===== src/rtl/mbox_pkg.sv =====
package mbox_pkg;
  typedef enum logic [1:0] {
    OFS_STATUS = 2'd0,
    OFS_INBOX  = 2'd1,
    OFS_OUTBOX = 2'd2,
    OFS_CTRL   = 2'd3
  } mbox_ofs_e;

  localparam int ST_ROOM  = 0;
  localparam int ST_AVAIL = 1;
  localparam int ST_OVF   = 2;
  localparam int ST_UNF   = 3;
endpackage


===== src/rtl/mbox_sync.sv =====
module mbox_sync #(
  parameter int W      = 1,
  parameter int STAGES = 2
) (
  input  logic         clk,
  input  logic         rst_n,
  input  logic [W-1:0] d,
  output logic [W-1:0] q
);
  logic [W-1:0] chain [STAGES];

  always_ff @(posedge clk or negedge rst_n) begin
    if (!rst_n) begin
      for (int i = 0; i < STAGES; i++) chain[i] <= '0;
    end else begin
      chain[0] <= d;
      for (int i = 1; i < STAGES; i++) chain[i] <= chain[i-1];
    end
  end

  assign q = chain[STAGES-1];
endmodule


===== src/rtl/mbox_fifo.sv =====
module mbox_fifo #(
  parameter int DW    = 16,
  parameter int DEPTH = 8
) (
  input  logic          clk,
  input  logic          rst_n,
  input  logic          push,
  input  logic [DW-1:0] wdata,
  input  logic          pop,
  output logic [DW-1:0] rdata,
  output logic          full,
  output logic          empty
);
  localparam int AW = (DEPTH > 1) ? $clog2(DEPTH) : 1;
  localparam int CW = $clog2(DEPTH + 1);
  localparam logic [AW-1:0] LAST = AW'(DEPTH - 1);

  logic [DW-1:0] mem [DEPTH];
  logic [AW-1:0] wptr_q, wptr_d, rptr_q, rptr_d;
  logic [CW-1:0] cnt_q, cnt_d;
  logic          do_push, do_pop;

  assign full    = (cnt_q == CW'(DEPTH));
  assign empty   = (cnt_q == '0);
  assign do_push = push && !full;
  assign do_pop  = pop && !empty;
  assign rdata   = mem[rptr_q];

  always_comb begin
    wptr_d = wptr_q;
    rptr_d = rptr_q;
    cnt_d  = cnt_q;
    if (do_push) wptr_d = (wptr_q == LAST) ? '0 : wptr_q + 1'b1;
    if (do_pop)  rptr_d = (rptr_q == LAST) ? '0 : rptr_q + 1'b1;
    if (do_push && !do_pop) cnt_d = cnt_q + 1'b1;
    else if (do_pop && !do_push) cnt_d = cnt_q - 1'b1;
  end

  always_ff @(posedge clk or negedge rst_n) begin
    if (!rst_n) begin
      wptr_q <= '0;
      rptr_q <= '0;
      cnt_q  <= '0;
    end else begin
      wptr_q <= wptr_d;
      rptr_q <= rptr_d;
      cnt_q  <= cnt_d;
    end
  end

  always_ff @(posedge clk) begin
    if (do_push) mem[wptr_q] <= wdata;
  end

  // a push into a full FIFO without a pop leaves the level unchanged
  a_r5_full_push_dropped: assert property (@(posedge clk) disable iff (!rst_n)
    (push && full && !pop) |=> (cnt_q == $past(cnt_q)));
  // the level never exceeds the depth
  a_r4_level_bound: assert property (@(posedge clk) disable iff (!rst_n)
    cnt_q <= CW'(DEPTH));
  // full and empty are exclusive
  a_r3_flags_exclusive: assert property (@(posedge clk) disable iff (!rst_n)
    !(full && empty));
endmodule


===== src/rtl/mbus_mailbox_slave.sv =====
module mbus_mailbox_slave
  import mbox_pkg::*;
#(
  parameter int DATA_W     = 16,
  parameter int FIFO_DEPTH = 8,
  parameter int SYNC_STAGES = 2
) (
  input  logic              clk,
  input  logic              rst_n,
  input  logic              bus_cs_n,
  input  logic              bus_rd_n,
  input  logic              bus_wr_n,
  input  logic [1:0]        bus_addr,
  input  logic [DATA_W-1:0] bus_din,
  output logic [DATA_W-1:0] bus_dout,
  output logic              bus_doe,
  output logic              bus_req,
  output logic              bus_ready,
  output logic [DATA_W-1:0] in_data,
  output logic              in_valid,
  input  logic              in_pop,
  input  logic [DATA_W-1:0] out_data,
  input  logic              out_push,
  output logic              out_full
);
  localparam int RAW_W = 3 + 2 + DATA_W;

  // reset: asserted asynchronously, released on the clock
  logic [1:0] rst_pipe;
  logic       rst_ln;
  always_ff @(posedge clk or negedge rst_n) begin
    if (!rst_n) rst_pipe <= 2'b00;
    else        rst_pipe <= {rst_pipe[0], 1'b1};
  end
  assign rst_ln = rst_pipe[1];

  // bus pins into the local clock, active-high controls
  logic [RAW_W-1:0] raw, smp, smp_q;
  assign raw = {~bus_cs_n, ~bus_rd_n, ~bus_wr_n, bus_addr, bus_din};

  mbox_sync #(.W(RAW_W), .STAGES(SYNC_STAGES)) u_sync (
    .clk(clk), .rst_n(rst_ln), .d(raw), .q(smp)
  );

  always_ff @(posedge clk or negedge rst_ln) begin
    if (!rst_ln) smp_q <= '0;
    else         smp_q <= smp;
  end

  logic              s_cs, s_rd, q_cs, q_rd, q_wr, s_wr;
  logic [1:0]        s_addr, q_addr;
  logic [DATA_W-1:0] q_data;
  assign {s_cs, s_rd, s_wr} = smp[RAW_W-1 -: 3];
  assign s_addr             = smp[DATA_W +: 2];
  assign {q_cs, q_rd, q_wr} = smp_q[RAW_W-1 -: 3];
  assign q_addr             = smp_q[DATA_W +: 2];
  assign q_data             = smp_q[DATA_W-1:0];

  logic wr_evt, rd_evt;
  assign wr_evt = q_wr && !s_wr && q_cs;
  assign rd_evt = s_rd && !q_rd && s_cs;

  // mailboxes
  logic              in_full, in_empty, out_empty, inbox_push, outbox_pop, clr_wr;
  logic [DATA_W-1:0] out_head;

  assign inbox_push = wr_evt && (q_addr == OFS_INBOX);
  assign outbox_pop = rd_evt && (s_addr == OFS_OUTBOX);
  assign clr_wr     = wr_evt && (q_addr == OFS_STATUS);

  mbox_fifo #(.DW(DATA_W), .DEPTH(FIFO_DEPTH)) u_inbox (
    .clk(clk), .rst_n(rst_ln), .push(inbox_push), .wdata(q_data),
    .pop(in_pop), .rdata(in_data), .full(in_full), .empty(in_empty)
  );

  mbox_fifo #(.DW(DATA_W), .DEPTH(FIFO_DEPTH)) u_outbox (
    .clk(clk), .rst_n(rst_ln), .push(out_push), .wdata(out_data),
    .pop(outbox_pop), .rdata(out_head), .full(out_full), .empty(out_empty)
  );

  // status, control, read latch
  logic              ovf_q, ovf_d, unf_q, unf_d, req_en_q, req_en_d;
  logic [DATA_W-1:0] rd_lat_q, rd_lat_d, rd_word;

  always_comb begin
    rd_word = '0;
    unique case (mbox_ofs_e'(s_addr))
      OFS_STATUS: begin
        rd_word[ST_ROOM]  = !in_full;
        rd_word[ST_AVAIL] = !out_empty;
        rd_word[ST_OVF]   = ovf_q;
        rd_word[ST_UNF]   = unf_q;
      end
      OFS_OUTBOX: rd_word = out_empty ? '0 : out_head;
      OFS_CTRL:   rd_word[0] = req_en_q;
      default:    rd_word = '0;
    endcase
  end

  always_comb begin
    ovf_d    = ovf_q;
    unf_d    = unf_q;
    req_en_d = req_en_q;
    rd_lat_d = rd_lat_q;
    if (clr_wr) begin
      if (q_data[ST_OVF]) ovf_d = 1'b0;
      if (q_data[ST_UNF]) unf_d = 1'b0;
    end
    if (inbox_push && in_full)  ovf_d = 1'b1;
    if (outbox_pop && out_empty) unf_d = 1'b1;
    if (wr_evt && (q_addr == OFS_CTRL)) req_en_d = q_data[0];
    if (rd_evt) rd_lat_d = rd_word;
  end

  always_ff @(posedge clk or negedge rst_ln) begin
    if (!rst_ln) begin
      ovf_q    <= 1'b0;
      unf_q    <= 1'b0;
      req_en_q <= 1'b0;
      rd_lat_q <= '0;
    end else begin
      ovf_q    <= ovf_d;
      unf_q    <= unf_d;
      req_en_q <= req_en_d;
      rd_lat_q <= rd_lat_d;
    end
  end

  assign bus_dout  = rd_lat_q;
  assign bus_doe   = !bus_cs_n && !bus_rd_n;
  assign bus_req   = req_en_q && !out_empty;
  assign bus_ready = !in_full;
  assign in_valid  = !in_empty;

  // one write strobe commits at most one inbox word
  a_r2_single_commit: assert property (@(posedge clk) disable iff (!rst_ln)
    inbox_push |=> !inbox_push);
  // one read strobe pops at most one outbox word
  a_r6_single_pop: assert property (@(posedge clk) disable iff (!rst_ln)
    outbox_pop |=> !outbox_pop);
  // reading an empty outbox raises underflow
  a_r6_underflow_set: assert property (@(posedge clk) disable iff (!rst_ln)
    (outbox_pop && out_empty) |=> unf_q);
  // overflow stays set unless a status write arrives
  a_r5_ovf_sticky: assert property (@(posedge clk) disable iff (!rst_ln)
    (ovf_q && !clr_wr) |=> ovf_q);
endmodule


===== config.mk =====
export PLATFORM = sky130hd
export DESIGN_NAME = mbus_mailbox_slave
export DESIGN_NICKNAME = d
export VERILOG_FILES = /design/src/rtl/mbox_pkg.sv /design/src/rtl/mbox_sync.sv /design/src/rtl/mbox_fifo.sv /design/src/rtl/mbus_mailbox_slave.sv
export SDC_FILE = /design/constraint.sdc
export NUM_CORES = 1
export LEC_CHECK = 0
export BUFFER_PORTS_ARGS = -buffer_cell sky130_fd_sc_hd__buf_4
export CORE_ASPECT_RATIO = 1.5
export CORE_MARGIN = 10
export CORE_UTILIZATION = 35
export CTS_CLUSTER_DIAMETER = 30
export DETAILED_ROUTE_END_ITERATION = 16
export GPL_ROUTABILITY_DRIVEN = 1
export PLACE_DENSITY = 0.49
export SLEW_MARGIN = 10
export SYNTH_ARGS = -nofsm -noshare
export SYNTH_HDL_FRONTEND = slang
export SYNTH_HIERARCHICAL = 1
export SYNTH_SLANG_ARGS = --single-unit

===== constraint.sdc =====
create_clock -name clk -period 5.78 [get_ports clk]
set_clock_uncertainty 0.1 [all_clocks]
set_input_delay 0.578 -clock clk [delete_from_list [all_inputs] [get_ports clk]]
set_output_delay 0.578 -clock clk [all_outputs]
set_load 0.02 [all_outputs]

==> out/summary.txt, run 1 <==
Placed Cells incl. Taps: 1212
total gr overflow: 0
via count: 6533
period utilization: 61.8%
pin count of the biggest net entering global routing: 73
number of port buffers: 77
Die Wd: 182 um
CP Capture Type: output port
drt pass-1 iters: 4
CTS tree: done
Clock Path Buffers: 3
Synth Register Bits: 360
Die Ht: 264 um
sequential share of the synthesized area: 74.3%
GRT Total Usage: 12.0%
critical path fanouts, max: 22
Max H-tree Level: 2
P_leak: 6.37 nW
vias per inst: 4.87
CP endpoint: in_data[10]
cell with the most instances after synthesis: edfxtp_1
core area: 39200 um^2
postcts setup bufs: 0
drt total wl: 28500 um
Synth Flop Type: edfxtp_1
GPL Wtd Cong: 0.688
power per cell area: 505 nW/um^2
clock latency on the worst-skew pair: 570 ps
Power Total: 0.00875 W
Final Max Slew Viols: 0
FF-to-FF path depth: 9
reg2reg setup slack: 2670 ps
setup TNS: 0 ps
Non-Filler Instances: 1342
synthesized cell area: 13800 um^2
syn avg cell area: 20.9 um^2
crit path time final: 3570 ps
vias in the first global route: 7539
Least-Margin Pin Slew: 1150 ps
number of remaining DRC errors: 0
Synth async-reset ratio: 28.9%
Critical Path RT: 5100 ps
Yosys top cell area share: 55.5%
Worst Setup SP: u_inbox/rptr_q[0]$_DFFE_PN0P_
Root Buffer: clkbuf_16
# setup viols final: 0
Detail Route Antenna Nets: 0
worst rel slew slack: 22.8%
synth top area cells: edfxtp_1, dfrtp_1, mux4_1, mux2_2, mux4_2
Antenna diodes: 0
Largest stage delay, worst path: 770 ps
proportion of synthesized area in mux cells: 15.4%
MaxCap Viol Count: 0
post-synthesis adder-cell area fraction: 1.55%
status: finished, final reports clean
Crit Path Class: reg -> out
most used cell, CP: buf_4
share of cells above drive strength 1: 35.2%
post-synthesis xor/xnor area fraction: 0.253%
Clock Sink Count: 360
area fraction in compound gates after synthesis: 2.47%
initial core utilization: 35.3%
Layout area overhead: 25.0%
crit path DAT: 2900 ps
syn_nets: 720
largest family of logic cells by synthesized area: multiplexers
fmax: 0.280 GHz
drt initial violations: 259
die area: 48100 um^2
final-stage net count: 848
CTS Buf Count: 60
initial antenna violation count: 0
DR WL/cell: 21.2 um
Ys Warns: 6
Worst R2R Start: u_inbox/cnt_q[0]$_DFFE_PN0P_
IO Count: 78
EDFF count, synth: 256
first-pass GRT wire length: 44400 um
post-synthesis simple-gate area fraction: 3.26%
final hold viol count: 0
Crit-path slowest cell: dfrtp_1
unrepaired setup endpoints after global routing: false
crit-path cells: buf_4 > mux4_1 > mux2_2 > buf_4
Yosys top cell by area: edfxtp_1
Peak supply drop: 0.433 mV
Synth Instances: 663
R2R Path End: u_inbox/cnt_q[3]$_DFFE_PN0P_
Post-synth top cells: edfxtp_1, dfrtp_1, mux4_1, mux2_2, buf_4
DP HPWL: 17100 um
FP Rows: 89
Yosys cell types: 46
clk slew on worst S/H paths: 50 ps
startpoint types: register
Hold WC Path Type: in -> reg
## cells in the final DEF (no fill, tap or decap), types with 3 or more instances in the layout
| cell | count |
|---|---|
| dlygate4sd3_1 | 17 |
| mux4_2 | 18 |
| mux4_1 | 46 |
| inv_8 | 4 |
| nor3_4 | 8 |
| nand3b_1 | 3 |
| clkbuf_16 | 62 |
| clkbuf_8 | 5 |
| dfrtp_1 | 103 |
| inv_1 | 12 |
| clkinvlp_4 | 13 |
| nor2b_1 | 3 |
| nand3_1 | 6 |
| o21ai_0 | 4 |
| o211ai_1 | 4 |
| xnor2_1 | 4 |
| inv_6 | 6 |
| edfxtp_1 | 256 |
| nand2_1 | 14 |
| buf_4 | 95 |
| clkinv_1 | 3 |
| bufinv_16 | 9 |
| nor3_1 | 7 |
| mux2_2 | 44 |
| nand2b_1 | 6 |
| nor2_1 | 7 |
| a21oi_1 | 6 |
| nor2_2 | 3 |
| clkbuf_1 | 5 |
| a22o_2 | 10 |
| clkinv_4 | 3 |
| a22o_1 | 3 |
| ha_1 | 14 |
## worst min path at each step
stage	startpoint	endpoint	slack, ps	cells past startpoint
6_report	bus_din[12]	u_sync/chain[33]$_DFF_PN0_	30	1
5_1_grt	bus_din[12]	u_sync/chain[33]$_DFF_PN0_	7	1
4_1_cts	bus_din[12]	u_sync/chain[33]$_DFF_PN0_	2	1
3_5_place_dp	rst_pipe[1]$_DFF_PN0_	u_sync/chain[25]$_DFF_PN0_	210	0
3_3_place_gp	rst_pipe[1]$_DFF_PN0_	u_sync/chain[25]$_DFF_PN0_	200	0
2_1_floorplan	rst_n	rst_pipe[0]$_DFF_PN0_	180	0
## where the power goes
part	internal [W]	switching, W
Sequential	0.00304	0.000305
Clock	0.00244	0.00125
Combinational	0.000894	0.000805
Total	0.00638	0.00236
## stage by stage
step / hold slack [ps] / area, um^2 / utilization, % / worst slack [ps]
after detailed placement: 206 / 15000 / 38.2 / 2680
after global routing: 6.52 / 17300 / 44.1 / 1990
after floorplan: 182 / 13800 / - / 2570
after CTS: 1.65 / 17300 / 44.1 / 2110
after global placement: 199 / 15000 / 38.2 / 2680
final: 29.5 / 17300 / 44.1 / 2210
## critical path, delay by kind of cell (launching register included)
kind / cells / cell delay, ps
multiplexers: 2 / 910
buffers and inverters: 2 / 640
flip-flops: 1 / 770
## registers in the layout (all words and copies together) (netlist names)
name,count
u_sync/chain,21
u_sync/q,21
u_inbox/rptr_q,3
req_en_q,1
rst_pipe,2
u_outbox/mem,128
bus_dout,16
smp_q,21
u_inbox/mem,128
u_inbox/cnt_q,4
u_inbox/wptr_q,3
ovf_q,1
unf_q,1
u_outbox/wptr_q,3
u_outbox/cnt_q,4
u_outbox/rptr_q,3
## kinds of logic after synthesis
family / Yosys count
adders and majority gates: 16
buffers and inverters: 58
muxes: 110
and+or+nand+nor: 76
xor gates and xnor gates: 4
AOI/OAI and AO/OA: 38
other: 1
DFF: 360
## per-layer routing
metal | part of all wire [%] | GRT usage (%)
met1 | 37 | 12.5
met2 | 56 | 22.6
met4 | 2.2 | 4.17
met3 | 4.1 | 2.80
met5 | 0 | 0
## repair_timing
| item | 4_1_cts | 5_1_grt |
|---|---|---|
| gates resized for setup | 0 | 0 |
| hold buffers | 17 | 0 |
| hold endpoints to repair | 18 | 0 |
## area by class of cell
cell class | instances | area, um^2
Inverter | 12 | 45.0
Fill cell | 3370 | 21900
Timing Repair Buffer | 112 | 883
Clock buffer | 72 | 1640
Sequential cell | 360 | 10300
Multi-Input combinational cell | 245 | 3290
Tap cell | 500 | 626
Clock inverter | 41 | 529
No activity file was read; power rests on OpenSTA's default activity.
==> inputs of run 2 (changes only) <==
Settings changed: PLACE_DENSITY 0.49 to 0.5.
Clock period 5.78 ns to 3.04 ns, I/O delays scaled along.
==> run 2 against run 1 <==
Against the previous run: wire length increased by 2.7%; setup slack worse by 2100 ps; cell area increased by 3.3%; combinational power is 110% higher; sequential share of layout area down 1.9 points; utilization increased by 1.5 points; largest power group unchanged.
==> out/summary.txt, run 2 (synthesis gave the netlist of run 1 again) <==
fmax: 0.343 GHz
pin count of the biggest net entering global routing: 59 (-19%)
drt pass-1 iters: 4 (unchanged)
Power Total: 0.0173 W (+98%)
drt initial violations: 333 (+29%)
crit-path cells: or4b_4 > nand2_4 > inv_1 > ha_1 > inv_1 > ha_1 > or4_1 > o211ai_1 > o211ai_1
setup TNS: 0 ps (unchanged)
FP Rows: 89 (unchanged)
clk slew on worst S/H paths: 40 ps (about the same)
Die Ht: 264 um (unchanged)
IO Count: 78 (unchanged)
crit path time final: 2920 ps
die area: 48100 um^2 (unchanged)
drt total wl: 29300 um (+2.7%)
crit path DAT: 3250 ps (+350 ps)
GRT Total Usage: 12.4% (+0.48 points)
sw frac: 27.1% (+0.088 points)
WHS: 82.6 ps (+53.1 ps)
GPL Wtd Cong: 0.704 (+2.2%)
first-pass GRT wire length: 45600 um (+2.6%)
CTS Buf Count: 69 (+15%)
Final Max Slew Viols: 0 (unchanged)
Worst R2R Start: u_outbox/cnt_q[1]$_DFFE_PN0P_
Antenna diodes: 0 (unchanged)
# setup viols final: 0 (unchanged)
Layout area overhead: 29.2%
fillers: 3326 (-1.3%)
CTS tree: done
power per cell area: 970 nW/um^2 (+92%)
Crit Path Class: reg -> reg
Max H-tree Level: 3 (+1)
biggest regs: u_inbox/mem: 128 flops, u_outbox/mem: 128 flops
status: finished, final reports clean
Critical Path RT: 3370 ps (-1730 ps)
multi-input logic area: 3260 um^2 (-0.72%)
vias in the first global route: 7791 (+3.3%)
Root Buffer: clkbuf_16
commonest non-fill, non-tap cell in the layout: edfxtp_1
number of port buffers: 77 (unchanged)
Top delay family on crit path: simple AND/OR/NAND/NOR gates
final hold viol count: 0 (unchanged)
total gr overflow: 0 (unchanged)
Placement Cell Area: 15100 um^2 (+1.0%)
hold path startpoint: in_pop
worst path bufs/invs: 2 (unchanged)
Crit-path slowest cell: or4b_4
critical path fanouts, max: 6 (-73%)
initial antenna violation count: 0 (unchanged)
sequential cell fraction of total power: 36.0% (-2.3 points)
MaxCap Viol Count: 0 (unchanged)
Non-Filler Instances: 1397 (+4.1%)
via count: 6739 (+3.2%)
number of remaining DRC errors: 0 (unchanged)
DP HPWL: 17900 um (+4.7%)
Least-Margin Pin Slew: 641 ps (-513 ps)
final-stage net count: 899 (+6.0%)
Clock Sink Count: 360 (unchanged)
Largest stage delay, worst path: 570 ps (-200 ps)
Die Wd: 182 um (unchanged)
DR WL/cell: 21.0 um (-1.3%)
period utilization: 96.0%
most frequent cells in the layout: edfxtp_1, buf_4, dfrtp_1, clkbuf_16, mux4_1
worst rel slew slack: 56.9% (+34 points)
Psw: 0.00470 W (+99%)
clock share of power: 43.8% (+1.5 points)
startpoint types: register
Placed Cells incl. Taps: 1232 (+1.7%)
vias per inst: 4.82 (-0.91%)
share of cells above drive strength 1: 36.8% (+1.6 points)
cell-internal power: 0.0126 W (+98%)
core area: 39200 um^2 (unchanged)
combinational power share: 20.3% (+0.9 points)
Detail Route Antenna Nets: 0 (unchanged)
initial core utilization: 35.3% (unchanged)
Clock Path Buffers: 3 (unchanged)
CP Capture Type: register
Worst Setup SP: u_outbox/cnt_q[1]$_DFFE_PN0P_
clock latency on the worst-skew pair: 560 ps (about the same)
Peak supply drop: 0.732 mV (+69%)
Hold WC Path Type: in -> reg
P_leak: 6.69 nW (+5.0%)
postcts setup bufs: 0 (unchanged)
Reg area: 10300 um^2 (about the same)
final instance area: 17900 um^2 (+3.3%)
unrepaired setup endpoints after global routing: false
run 2: changes by cell type in the layout (fill, tap and decap cells not counted), moves of 4 or more:
cell           change
buf_4             +18
clkbuf_16          +9
clkinv_2          +10
clkinv_4           +4
clkinvlp_4         -6
dlygate4sd3_1     +22
nor3_2             +4
nor3_4             -4
run 2: what timing repair did:
item / 4_1_cts / 5_1_grt
endpoints found under the setup margin: 0 / 2
resized for setup: 0 / 3
hold endpoints to repair: 151 / 0
hold buffers: 39 / 0
run 2: metal layers:
layer	up-vias	track usage [%]	part of all wire [%]
met5	-	0	0
met3	62	3.40	4.6
li1	3040	-	-
met1	3485	12.9	38
met2	152	22.8	55
met4	0	5.40	2.9
run 2: power by group through the flow:
stage | Combinational (W) | Clock (W) | Sequential, W
floorplan | 0.00244 | 0 | 0.00621
global placement | 0.00346 | 0 | 0.00629
detailed placement | 0.00357 | 0 | 0.00633
CTS | 0.00363 | 0.00776 | 0.00625
global route | 0.00384 | 0.00804 | 0.00630
finish | 0.00351 | 0.00759 | 0.00624
run 2: through the flow:
stage                     util [%]  setup WS (ps)
after floorplan                  -            169
after global placement        38.6            168
after detailed placement      38.6           59.1
after CTS                     45.6           48.2
after global routing          45.6           13.0
final                         45.6            123
run 2: final timing paths:
check	to	slack, ps	depth (start not counted)
hold / removal	u_inbox/rptr_q[1]$_DFFE_PN0P_	80	4
setup reg to reg	u_outbox/cnt_q[3]$_DFFE_PN0P_	120	9
setup / recovery	u_outbox/cnt_q[3]$_DFFE_PN0P_	120	9
hold reg to reg	bus_dout[15]$_DFFE_PN0N_	200	0
max in group asynchronous	u_outbox/cnt_q[1]$_DFFE_PN0P_	1910	1
min in group asynchronous	bus_dout[15]$_DFFE_PN0N_	200	0
run 2: worst min-delay path: cells and delay by family:
family          cells  cell delay (ps)
compound gates      2              130
buf+inv             2              250
run 2: cell type report:
cell class | instances | area share (%)
clock inverters | 47 | 3.05
clock buffers | 79 | 10.2
well taps | 500 | 3.50
repair buffers | 154 | 7.15
flip-flops and latches | 360 | 57.6
inverters | 12 | 0.252
multi-input cells | 245 | 18.2
==> inputs of run 3 (changes only) <==
--- a/config.mk
+++ b/config.mk
@@ -11,3 +11,2 @@
 export CORE_UTILIZATION = 35
-export CTS_CLUSTER_DIAMETER = 30
 export DETAILED_ROUTE_END_ITERATION = 16
==> constraint.sdc (replaced) <==
create_clock -name clk -period 3.04 [get_ports clk]
set_clock_uncertainty 0.1 [all_clocks]
set_input_delay 0.76 -clock clk [delete_from_list [all_inputs] [get_ports clk]]
set_output_delay 0.76 -clock clk [all_outputs]
set_load 0.02 [all_outputs]
==> run 3 against run 2 <==
Against the previous run: largest cell class unchanged; maximum frequency shrank 3.9%; setup slack got worse by 120 ps; clock power shrank 40%.
==> out/summary.txt, run 3 (synthesis gave the netlist of run 1 again) <==
Layout area overhead: 19.7%
worst rel slew slack: 65.7% (+8.8 points)
period utilization: 99.8% (+3.9 points)
Max H-tree Level: 2 (-1)
via count: 6424 (-4.7%)
Least-Margin Pin Slew: 514 ps (-127 ps)
Largest stage delay, worst path: 500 ps (-70 ps)
startpoint types: register
CTS Buf Count: 38 (-45%)
number of remaining DRC errors: 0 (unchanged)
fmax: 0.329 GHz (-3.9%)
FP Rows: 89 (unchanged)
met2 wire len: 16400 um (+2.2%)
DP HPWL: 17000 um (-5.3%)
Root Buffer: clkbuf_16
biggest regs: u_inbox/mem: 128 flops, u_outbox/mem: 128 flops
cell-internal power: 0.0108 W (-15%)
combinational power share: 27.8% (+7.5 points)
GRT Total Usage: 12.1% (-0.36 points)
PnR worst setup slack: 4.58 ps (-118 ps)
first-pass GRT wire length: 44200 um (-3.0%)
most frequent cells in the layout: edfxtp_1, dfrtp_1, buf_4, clkbuf_16, mux4_2
fillers: 3459 (+4.0%)
Antenna diodes: 0 (unchanged)
Crit-path slowest cell: mux4_2
Final Max Slew Viols: 0 (unchanged)
Top delay family on crit path: multiplexers
worst path bufs/invs: 3 (+1)
clock share of power: 30.8% (-13 points)
MaxCap Viol Count: 0 (unchanged)
share of cells above drive strength 1: 37.0% (+0.17 points)
sw frac: 27.8% (+0.69 points)
Critical Path RT: 2180 ps (-1190 ps)
drt total wl: 29400 um (+0.40%)
final-stage net count: 838 (-6.8%)
clock latency on the worst-skew pair: 530 ps (-30 ps)
Hold WC Path Type: reg -> async
pin count of the biggest net entering global routing: 53 (-10%)
Power Total: 0.0149 W (-14%)
Setup WS pre-CTS: 59.3 ps (+0.260 ps)
final instance area: 16600 um^2 (-7.3%)
Psw: 0.00415 W (-12%)
initial antenna violation count: 0 (unchanged)
setup TNS: 0 ps (unchanged)
critical path fanouts, max: 4 (-2)
IO Count: 78 (unchanged)
P_leak: 6.04 nW (-9.6%)
most used cell, CP: buf_6
Die Ht: 264 um (unchanged)
Clock Path Buffers: 3 (unchanged)
drt initial violations: 349 (+4.8%)
vias per inst: 4.91 (+1.7%)
CP Capture Type: output port
crit path DAT: 2180 ps (-1070 ps)
clk slew on worst S/H paths: 60 ps (+20 ps)
highest metal used: met4
crit-path cells: buf_6 > clkbuf_16 > mux4_2 > mux2_4 > buf_6
met3 WL: 1340 um (+0.68%)
initial core utilization: 35.3% (unchanged)
status: finished, final reports clean
Clock Sink Count: 360 (unchanged)
final hold viol count: 0 (unchanged)
number of port buffers: 77 (unchanged)
Die Wd: 182 um (unchanged)
total gr overflow: 0 (unchanged)
Peak supply drop: 0.512 mV (-30%)
vias in the first global route: 7219 (-7.3%)
Crit Path Class: reg -> out
die area: 48100 um^2 (unchanged)
# setup viols final: 0 (unchanged)
Placement Cell Area: 15100 um^2 (-0.25%)
commonest non-fill, non-tap cell in the layout: edfxtp_1
core area: 39200 um^2 (unchanged)
M1 WL: 11100 um (-0.18%)
drt pass-1 iters: 5 (+1)
DR WL/cell: 22.5 um (+7.1%)
crit path time final: 3040 ps (+118 ps)
power per cell area: 900 nW/um^2 (-7.2%)
sequential cell fraction of total power: 41.4% (+5.4 points)
Detail Route Antenna Nets: 0 (unchanged)
unrepaired setup endpoints after global routing: true
GPL Wtd Cong: 0.737 (+4.7%)
CTS tree: done
## run 3: layer usage
| metal | vias to the layer above | global-route usage, % |
|---|---|---|
| met4 | 0 | 3.50 |
| met1 | 3383 | 13.0 |
| met2 | 132 | 22.8 |
| met3 | 44 | 2.73 |
| met5 | - | 0 |
| li1 | 2865 | - |
## run 3: final cells by class
class	count	area, um^2	share of cell area (%)
timing repair buffer	124	1140	6.87
inverter	12	45.0	0.272
multi-input combinational	245	3230	19.5
sequential	360	10300	62.2
clock inverter	16	190	1.15
clock buffer	52	1040	6.31
tap	500	626	3.78
## run 3: final timing paths
kind | endpoint | cells past startpoint | slack [ps] | start
hold / removal | u_sync/q[5]$_DFF_PN0_ | 0 | 200 | rst_pipe[1]$_DFF_PN0_
setup reg to reg | u_inbox/cnt_q[3]$_DFFE_PN0P_ | 9 | 130 | u_inbox/cnt_q[1]$_DFFE_PN0P_
min in group clk | u_sync/chain[21]$_DFF_PN0_ | 1 | 230 | bus_din[0]
setup / recovery | in_data[6] | 5 | 5 | u_inbox/rptr_q[0]$_DFFE_PN0P_
max in group asynchronous | bus_dout[9]$_DFFE_PN0N_ | 1 | 1930 | rst_pipe[1]$_DFF_PN0_
hold reg to reg | u_sync/q[5]$_DFF_PN0_ | 0 | 200 | rst_pipe[1]$_DFF_PN0_
## run 3: per-stage QoR
stage,instances,util [%],hold WS (ps)
after floorplan,663,-,231
after global placement,1227,38.5,223
after detailed placement,1227,38.5,232
after CTS,1308,42.1,200
after global routing,1309,42.3,203
final,1309,42.3,203
## run 3: repair_timing
action	in CTS	in global routing
hold endpoints to repair	2	0
gates cloned	2	2
endpoints found under the setup margin	16	18
resized for setup	26	42
hold buffers	1	0
setup buffers	10	0
## run 3: worst reg2reg max path: cells and delay by family, from the launching register on
kind,cells,cell delay (ps)
adders and majority gates,2,570
buffers and inverters,2,200
AOI/OAI and AO/OA,2,200
DFF,1,460
and+or+nand+nor,3,1270
## run 3: power groups by stage
stage | sequential (W) | combinational [W] | clock (W)
2_1_floorplan | 0.00621 | 0.00244 | 0
3_5_place_dp | 0.00627 | 0.00360 | 0
6_report | 0.00618 | 0.00414 | 0.00459
4_1_cts | 0.00619 | 0.00402 | 0.00474
3_3_place_gp | 0.00623 | 0.00349 | 0
5_1_grt | 0.00625 | 0.00447 | 0.00492
